[src/rtl/clk_sel_pkg.sv]
package clk_sel_pkg;

  localparam int DATA_W = 32;
  localparam int NUM_STAGED = 2;

  typedef enum logic [2:0] {
    RD_NONE,
    RD_IMM,
    RD_STGA,
    RD_STGB,
    RD_REQ
  } rdSel_e;

  // strobes from control to datapath
  typedef struct packed {
    logic                  wrImm;
    logic [NUM_STAGED-1:0] wrStage;
    logic                  commit;
    rdSel_e                rdSel;
  } strobes_t;

  // Merge write data into a register under per-field top-bit enables.
  // weMask marks each field's top bit, valMask its stored value bits.
  // Scanning down from the MSB, the last enable bit seen governs the
  // value bits beneath it until a gap bit ends the field.
  function automatic logic [DATA_W-1:0] mergeFields(
      input logic [DATA_W-1:0] cur,
      input logic [DATA_W-1:0] wd,
      input logic [DATA_W-1:0] weMask,
      input logic [DATA_W-1:0] valMask);
    logic en;
    logic [DATA_W-1:0] res;
    en  = 1'b0;
    res = cur;
    for (int b = DATA_W - 1; b >= 0; b--) begin
      if (weMask[b]) en = wd[b];
      else if (!valMask[b]) en = 1'b0;
      if (valMask[b] && en) res[b] = wd[b];
    end
    return res & valMask;
  endfunction

endpackage

[src/rtl/clk_sel_ctrl.sv]
module clk_sel_ctrl
  import clk_sel_pkg::*;
#(
  parameter int ADDR_W       = 4,
  parameter int IMM_REG      = 1,
  parameter int STGA_REG     = 9,
  parameter int STGB_REG     = 10,
  parameter int REQ_REG      = 11,
  parameter int COMMIT_DELAY = 8
) (
  input  logic              clk,
  input  logic              rstN,
  input  logic              busWrite,
  input  logic [ADDR_W-1:0] busAddr,
  input  logic              reqBit,
  output strobes_t          strobes,
  output logic              reqPending
);

  localparam int CNT_W = $clog2(COMMIT_DELAY + 1);
  localparam logic [CNT_W-1:0] LAST = CNT_W'(COMMIT_DELAY - 1);
  localparam logic [ADDR_W-1:0] IMM_IDX  = ADDR_W'(IMM_REG - 1);
  localparam logic [ADDR_W-1:0] STGA_IDX = ADDR_W'(STGA_REG - 1);
  localparam logic [ADDR_W-1:0] STGB_IDX = ADDR_W'(STGB_REG - 1);
  localparam logic [ADDR_W-1:0] REQ_IDX  = ADDR_W'(REQ_REG - 1);

  logic [CNT_W-1:0] waitCnt;
  logic reqWrite;
  logic commitNow;

  assign reqWrite  = busWrite && (busAddr == REQ_IDX) && reqBit;
  assign commitNow = reqPending && (waitCnt == LAST);

  always_comb begin
    strobes.wrImm      = busWrite && (busAddr == IMM_IDX);
    strobes.wrStage[0] = busWrite && (busAddr == STGA_IDX);
    strobes.wrStage[1] = busWrite && (busAddr == STGB_IDX);
    strobes.commit     = commitNow;
    if (busAddr == IMM_IDX)       strobes.rdSel = RD_IMM;
    else if (busAddr == STGA_IDX) strobes.rdSel = RD_STGA;
    else if (busAddr == STGB_IDX) strobes.rdSel = RD_STGB;
    else if (busAddr == REQ_IDX)  strobes.rdSel = RD_REQ;
    else                          strobes.rdSel = RD_NONE;
  end

  // request window: set on a request write, clear on the commit edge
  always_ff @(posedge clk or negedge rstN) begin
    if (!rstN) begin
      reqPending <= 1'b0;
      waitCnt    <= '0;
    end else if (reqPending) begin
      if (commitNow) begin
        reqPending <= 1'b0;
        waitCnt    <= '0;
      end else begin
        waitCnt <= waitCnt + 1'b1;
      end
    end else if (reqWrite) begin
      reqPending <= 1'b1;
      waitCnt    <= '0;
    end
  end

endmodule

[src/rtl/clk_sel_datapath.sv]
module clk_sel_datapath
  import clk_sel_pkg::*;
#(
  parameter logic [DATA_W-1:0] IMM_WE   = 32'h4822_1084,
  parameter logic [DATA_W-1:0] IMM_VAL  = 32'h37DD_EF7B,
  parameter logic [DATA_W-1:0] IMM_RST  = 32'h0000_0001,
  parameter logic [DATA_W-1:0] STGA_WE  = 32'h0088_8840,
  parameter logic [DATA_W-1:0] STGA_VAL = 32'h0077_77BF,
  parameter logic [DATA_W-1:0] STGA_RST = 32'h0023_303F,
  parameter logic [DATA_W-1:0] STGB_WE  = 32'h0000_0244,
  parameter logic [DATA_W-1:0] STGB_VAL = 32'h0000_01BB,
  parameter logic [DATA_W-1:0] STGB_RST = 32'h0000_0009
) (
  input  logic                              clk,
  input  logic                              rstN,
  input  strobes_t                          strobes,
  input  logic                              reqPending,
  input  logic [DATA_W-1:0]                 busWdata,
  output logic [DATA_W-1:0]                 busRdata,
  output logic [DATA_W-1:0]                 immWord,
  output logic [NUM_STAGED-1:0][DATA_W-1:0] shadowWord,
  output logic [NUM_STAGED-1:0][DATA_W-1:0] activeWord
);

  localparam logic [NUM_STAGED-1:0][DATA_W-1:0] STG_WE  = {STGB_WE, STGA_WE};
  localparam logic [NUM_STAGED-1:0][DATA_W-1:0] STG_VAL = {STGB_VAL, STGA_VAL};
  localparam logic [NUM_STAGED-1:0][DATA_W-1:0] STG_RST = {STGB_RST, STGA_RST};

  always_ff @(posedge clk or negedge rstN) begin
    if (!rstN) immWord <= IMM_RST;
    else if (strobes.wrImm) immWord <= mergeFields(immWord, busWdata, IMM_WE, IMM_VAL);
  end

  for (genvar g = 0; g < NUM_STAGED; g++) begin : gStage
    always_ff @(posedge clk or negedge rstN) begin
      if (!rstN) shadowWord[g] <= STG_RST[g];
      else if (strobes.wrStage[g])
        shadowWord[g] <= mergeFields(shadowWord[g], busWdata, STG_WE[g], STG_VAL[g]);
    end

    // active copy takes the pre-edge shadow on the commit edge
    always_ff @(posedge clk or negedge rstN) begin
      if (!rstN) activeWord[g] <= STG_RST[g];
      else if (strobes.commit) activeWord[g] <= shadowWord[g];
    end
  end

  always_comb begin
    case (strobes.rdSel)
      RD_IMM:  busRdata = immWord;
      RD_STGA: busRdata = shadowWord[0];
      RD_STGB: busRdata = shadowWord[1];
      RD_REQ:  busRdata = {{(DATA_W-1){1'b0}}, reqPending};
      default: busRdata = '0;
    endcase
  end

endmodule

[src/rtl/clk_sel_bank.sv]
module clk_sel_bank
  import clk_sel_pkg::*;
#(
  parameter int ADDR_W       = 4,
  parameter int COMMIT_DELAY = 8,
  parameter int IMM_REG      = 1,
  parameter int STGA_REG     = 9,
  parameter int STGB_REG     = 10,
  parameter int REQ_REG      = 11,
  parameter logic [31:0] IMM_WE   = 32'h4822_1084,
  parameter logic [31:0] IMM_VAL  = 32'h37DD_EF7B,
  parameter logic [31:0] IMM_RST  = 32'h0000_0001,
  parameter logic [31:0] STGA_WE  = 32'h0088_8840,
  parameter logic [31:0] STGA_VAL = 32'h0077_77BF,
  parameter logic [31:0] STGA_RST = 32'h0023_303F,
  parameter logic [31:0] STGB_WE  = 32'h0000_0244,
  parameter logic [31:0] STGB_VAL = 32'h0000_01BB,
  parameter logic [31:0] STGB_RST = 32'h0000_0009
) (
  input  logic              clk,
  input  logic              rstN,
  input  logic              busWrite,
  input  logic [ADDR_W-1:0] busAddr,
  input  logic [31:0]       busWdata,
  output logic [31:0]       busRdata,
  output logic [31:0]       immCfg,
  output logic [31:0]       activeCfgA,
  output logic [31:0]       activeCfgB
);

  strobes_t strobes;
  logic reqPending;
  logic [NUM_STAGED-1:0][DATA_W-1:0] shadowWord;
  logic [NUM_STAGED-1:0][DATA_W-1:0] activeWord;
  logic [31:0] shadowA;
  logic [31:0] shadowB;

  clk_sel_ctrl #(
    .ADDR_W(ADDR_W), .IMM_REG(IMM_REG), .STGA_REG(STGA_REG),
    .STGB_REG(STGB_REG), .REQ_REG(REQ_REG), .COMMIT_DELAY(COMMIT_DELAY)
  ) uCtrl (
    .clk(clk), .rstN(rstN), .busWrite(busWrite), .busAddr(busAddr),
    .reqBit(busWdata[0]), .strobes(strobes), .reqPending(reqPending)
  );

  clk_sel_datapath #(
    .IMM_WE(IMM_WE), .IMM_VAL(IMM_VAL), .IMM_RST(IMM_RST),
    .STGA_WE(STGA_WE), .STGA_VAL(STGA_VAL), .STGA_RST(STGA_RST),
    .STGB_WE(STGB_WE), .STGB_VAL(STGB_VAL), .STGB_RST(STGB_RST)
  ) uData (
    .clk(clk), .rstN(rstN), .strobes(strobes), .reqPending(reqPending),
    .busWdata(busWdata), .busRdata(busRdata), .immWord(immCfg),
    .shadowWord(shadowWord), .activeWord(activeWord)
  );

  assign shadowA    = shadowWord[0];
  assign shadowB    = shadowWord[1];
  assign activeCfgA = activeWord[0];
  assign activeCfgB = activeWord[1];

endmodule

[config.mk]
export PLATFORM = sky130hd
export DESIGN_NAME = clk_sel_bank
export DESIGN_NICKNAME = d
export VERILOG_FILES = /design/src/rtl/clk_sel_pkg.sv /design/src/rtl/clk_sel_ctrl.sv /design/src/rtl/clk_sel_datapath.sv /design/src/rtl/clk_sel_bank.sv
export SDC_FILE = /design/constraint.sdc
export NUM_CORES = 1
export LEC_CHECK = 0
export BUFFER_PORTS_ARGS = -buffer_cell sky130_fd_sc_hd__buf_2
export CAP_MARGIN = 20
export CORE_UTILIZATION = 53
export DETAILED_ROUTE_END_ITERATION = 8
export PLACE_DENSITY = 0.86
export SLEW_MARGIN = 20
export SYNTH_ARGS = -nofsm -noshare
export SYNTH_HDL_FRONTEND = slang
export SYNTH_HIERARCHICAL = 1
export SYNTH_SLANG_ARGS = --single-unit
[constraint.sdc]
create_clock -name clk -period 4.59 [get_ports clk]
set_clock_uncertainty 0.1 [all_clocks]
set_input_delay 0.459 -clock clk [delete_from_list [all_inputs] [get_ports clk]]
set_output_delay 0.459 -clock clk [all_outputs]
set_load 0.02 [all_outputs]
==> Flow_metrics.wiki <==
{| class="wikitable"
! Metric !! Value
|-
| Status || finished, final reports clean
|-
| Height of the chip || 88.5 µm
|-
| Maximum number of pins on one net before global-route repair || 82
|-
| Cell area after technology mapping || 3960 µm²
|-
| Max-cap check violation count || 0
|-
| Maximum cell stage delay along the critical path || 750 ps
|-
| Die span in x || 88.5 µm
|-
| Nets@finish || 466
|-
| Antenna diode instance count || 0
|-
| Initial DRC Count || 55
|-
| Count of clock tree sinks || 81
|-
| Filler cell count || 577
|-
| Clock tree from TritonCTS || yes
|-
| Share of final-layout standard cells stronger than drive strength 1 || 56.8%
|-
| Number of setup violations in the final report || 0
|-
| Number of setup buffers added after CTS || 0
|-
| Actual transition at the worst max-transition pin || 1040 ps
|-
| Area overhead of the layout relative to synthesis || 18.8%
|-
| IO Count || 167
|-
| Maximum clock path buffer count || 2
|-
| Count of synthesis-stage warnings from yosys || 6
|-
| Post-CTS clock slew at the launch and capture registers of the worst setup and hold paths || 80 ps
|-
| Wire length of the first global-routing pass || 12800 µm
|-
| Number of buffers created by CTS || 9
|-
| Leftover overflow at the end of global routing || 0
|-
| Worst min path class || input pin to asynchronous set/reset pin
|-
| Number of detailed-route iterations in the first pass || 3
|-
| Initial Utilization || 54.6%
|-
| Final HPWL DP || 5760 µm
|-
| Number of H-tree levels || 3
|-
| Post-route setup TNS || 0 ps
|-
| Largest delay share family, worst path || simple AND/OR/NAND/NOR gates
|-
| Die ar. || 7830 µm²
|-
| Minimum period implied by the final worst setup slack || 2890 ps
|-
| Setup Crit Path Kind || input pin to output pin
|-
| Total of hold buffers inserted after clock tree synthesis || 0
|-
| Num rows || 31
|-
| Arrival time at the worst endpoint || 2330 ps
|-
| Placeable core area || 7250 µm²
|-
| Required time at the worst-slack endpoint || 4030 ps
|-
| Via count of the first global-routing pass || 2612
|-
| Crit end category || output pin
|-
| Maximum clock rate || 346 MHz
|-
| Antenna-violating nets left || 0
|-
| GPL Wtd Cong || 0.704
|-
| Gate Count Post-Synth || 307
|-
| Number of instances resized during post-cts repair || 0
|-
| Routed via count || 2668
|-
| Post-route clock period utilization || 62.9%
|-
| Final-report max-slew violation count || 0
|-
| Cell chosen for the clock root || clkbuf_8
|-
| Number of vias per cell || 5.03
|-
| Total Wirelength || 8090 µm
|-
| Total power per unit cell area || 465 nW/µm²
|-
| GRT Overall Usage || 22.3%
|-
| Leakage || 2.44 nW
|-
| Synthesized area per cell || 12.9 µm²
|-
| Worst max-slew margin expressed relative to the limit || 30.2%
|-
| CP most frequent cell || buf_2
|-
| Wire length per cell after detailed routing || 15.3 µm
|-
| Number of buffers inserted by port buffering || 116
|-
| Unrepaired setup endpoints after global routing || false
|-
| Kind of start point of the critical path || input pin
|-
| Number of antenna violations at the first check in global routing || 0
|-
| Hold Worst Slack || 34.9 ps
|-
| Residual DRC count || 0
|-
| Total buffers and inverters traversed by the critical path || 2
|-
| Number of hold violations in the final report || 0
|-
| Peak fanout along the critical path || 12
|-
| Highest-delay cell along the critical path || nor3b_2
|-
| Critical-path cell list || buf_2 -> and3b_2 -> and2b_1 -> nor3b_2 -> a22o_1 -> buf_2
|-
| Clock network latency to the later pin of the worst-skew pair || 340 ps
|-
| Maximum vdd ir drop || 0.000262 V
|}
report_power, final:
group          total [mW]  switching [mW]  internal (mW)
logic               0.563           0.324          0.238
registers            1.02           0.112          0.903
clock network       0.610           0.248          0.362
sequential cells by signal, indices dropped and copies added (netlist names):
register          count
uCtrl/waitCnt         4
uData/shadowWord     26
uData/immWord        24
uCtrl/reqPending      1
uData/activeWord     26
placed cells by master (no fill, tap or decap), types with 2 or more instances in the layout:
cell type,count
buf_2,115
nor2_1,2
dfstp_2,27
and3b_2,2
conb_1,49
mux2i_1,7
clkbuf_1,2
nor3_2,2
a21oi_1,7
nand2b_1,3
and3_1,2
a211oi_1,5
buf_4,3
or4bb_1,2
mux2_2,76
nand2_1,16
nor3b_2,2
bufinv_16,3
dfrtp_1,54
clkbuf_8,9
inv_1,2
a22o_1,8
and2_1,14
path summary, 6_finish.rpt:
path / startpoint / endpoint / slack, ps / cells after the start
hold / removal: rstN / uData/shadowWord[9]$_DFFE_PN0P_ / 30 / 1
min in group clk: busWdata[26] / uData/immWord[26]$_DFFE_PN0P_ / 240 / 2
setup / recovery: busAddr[2] / busRdata[13] / 1700 / 6
hold reg to reg: uData/activeWord[37]$_DFFE_PN0P_ / uData/activeWord[37]$_DFFE_PN0P_ / 400 / 1
max in group asynchronous: rstN / uCtrl/waitCnt[1]$_DFFE_PN0P_ / 3840 / 1
setup reg to reg: uCtrl/waitCnt[0]$_DFFE_PN0P_ / uData/activeWord[18]$_DFFE_PN0P_ / 2170 / 5
through the flow:
step           utilization [%]  std cells  instance area [µm²]  power (mW)  worst slack [ps]
5_1_grt                   64.9        530                 4710        2.30              1570
2_1_floorplan                -        355                 4140        1.42              2050
4_1_cts                   64.9        530                 4700        2.21              1690
3_3_place_gp              61.6        514                 4470        1.56              1690
3_5_place_dp              61.6        514                 4470        1.59              1660
6_report                  64.9        530                 4710        2.19              1700
final cells by class:
class	count	area (µm²)	share of cell area [%]
Sequential cell	81	2060	43.8
Multi-Input combinational cell	213	1670	35.5
Timing Repair Buffer	119	609	12.9
Clock buffer	11	131	2.79
Tap cell	99	124	2.63
Clock inverter	5	104	2.21
Inverter	2	7.51	0.159
per-layer routing:
layer	vias to the layer above	GRT usage [%]	share of wire, %
li1	1223	-	-
met1	1314	26.6	42
met2	116	37.1	49
met3	15	6.34	6.7
met4	0	10.9	2.3
met5	-	0	0
No activity file was read; power rests on OpenSTA's default activity.
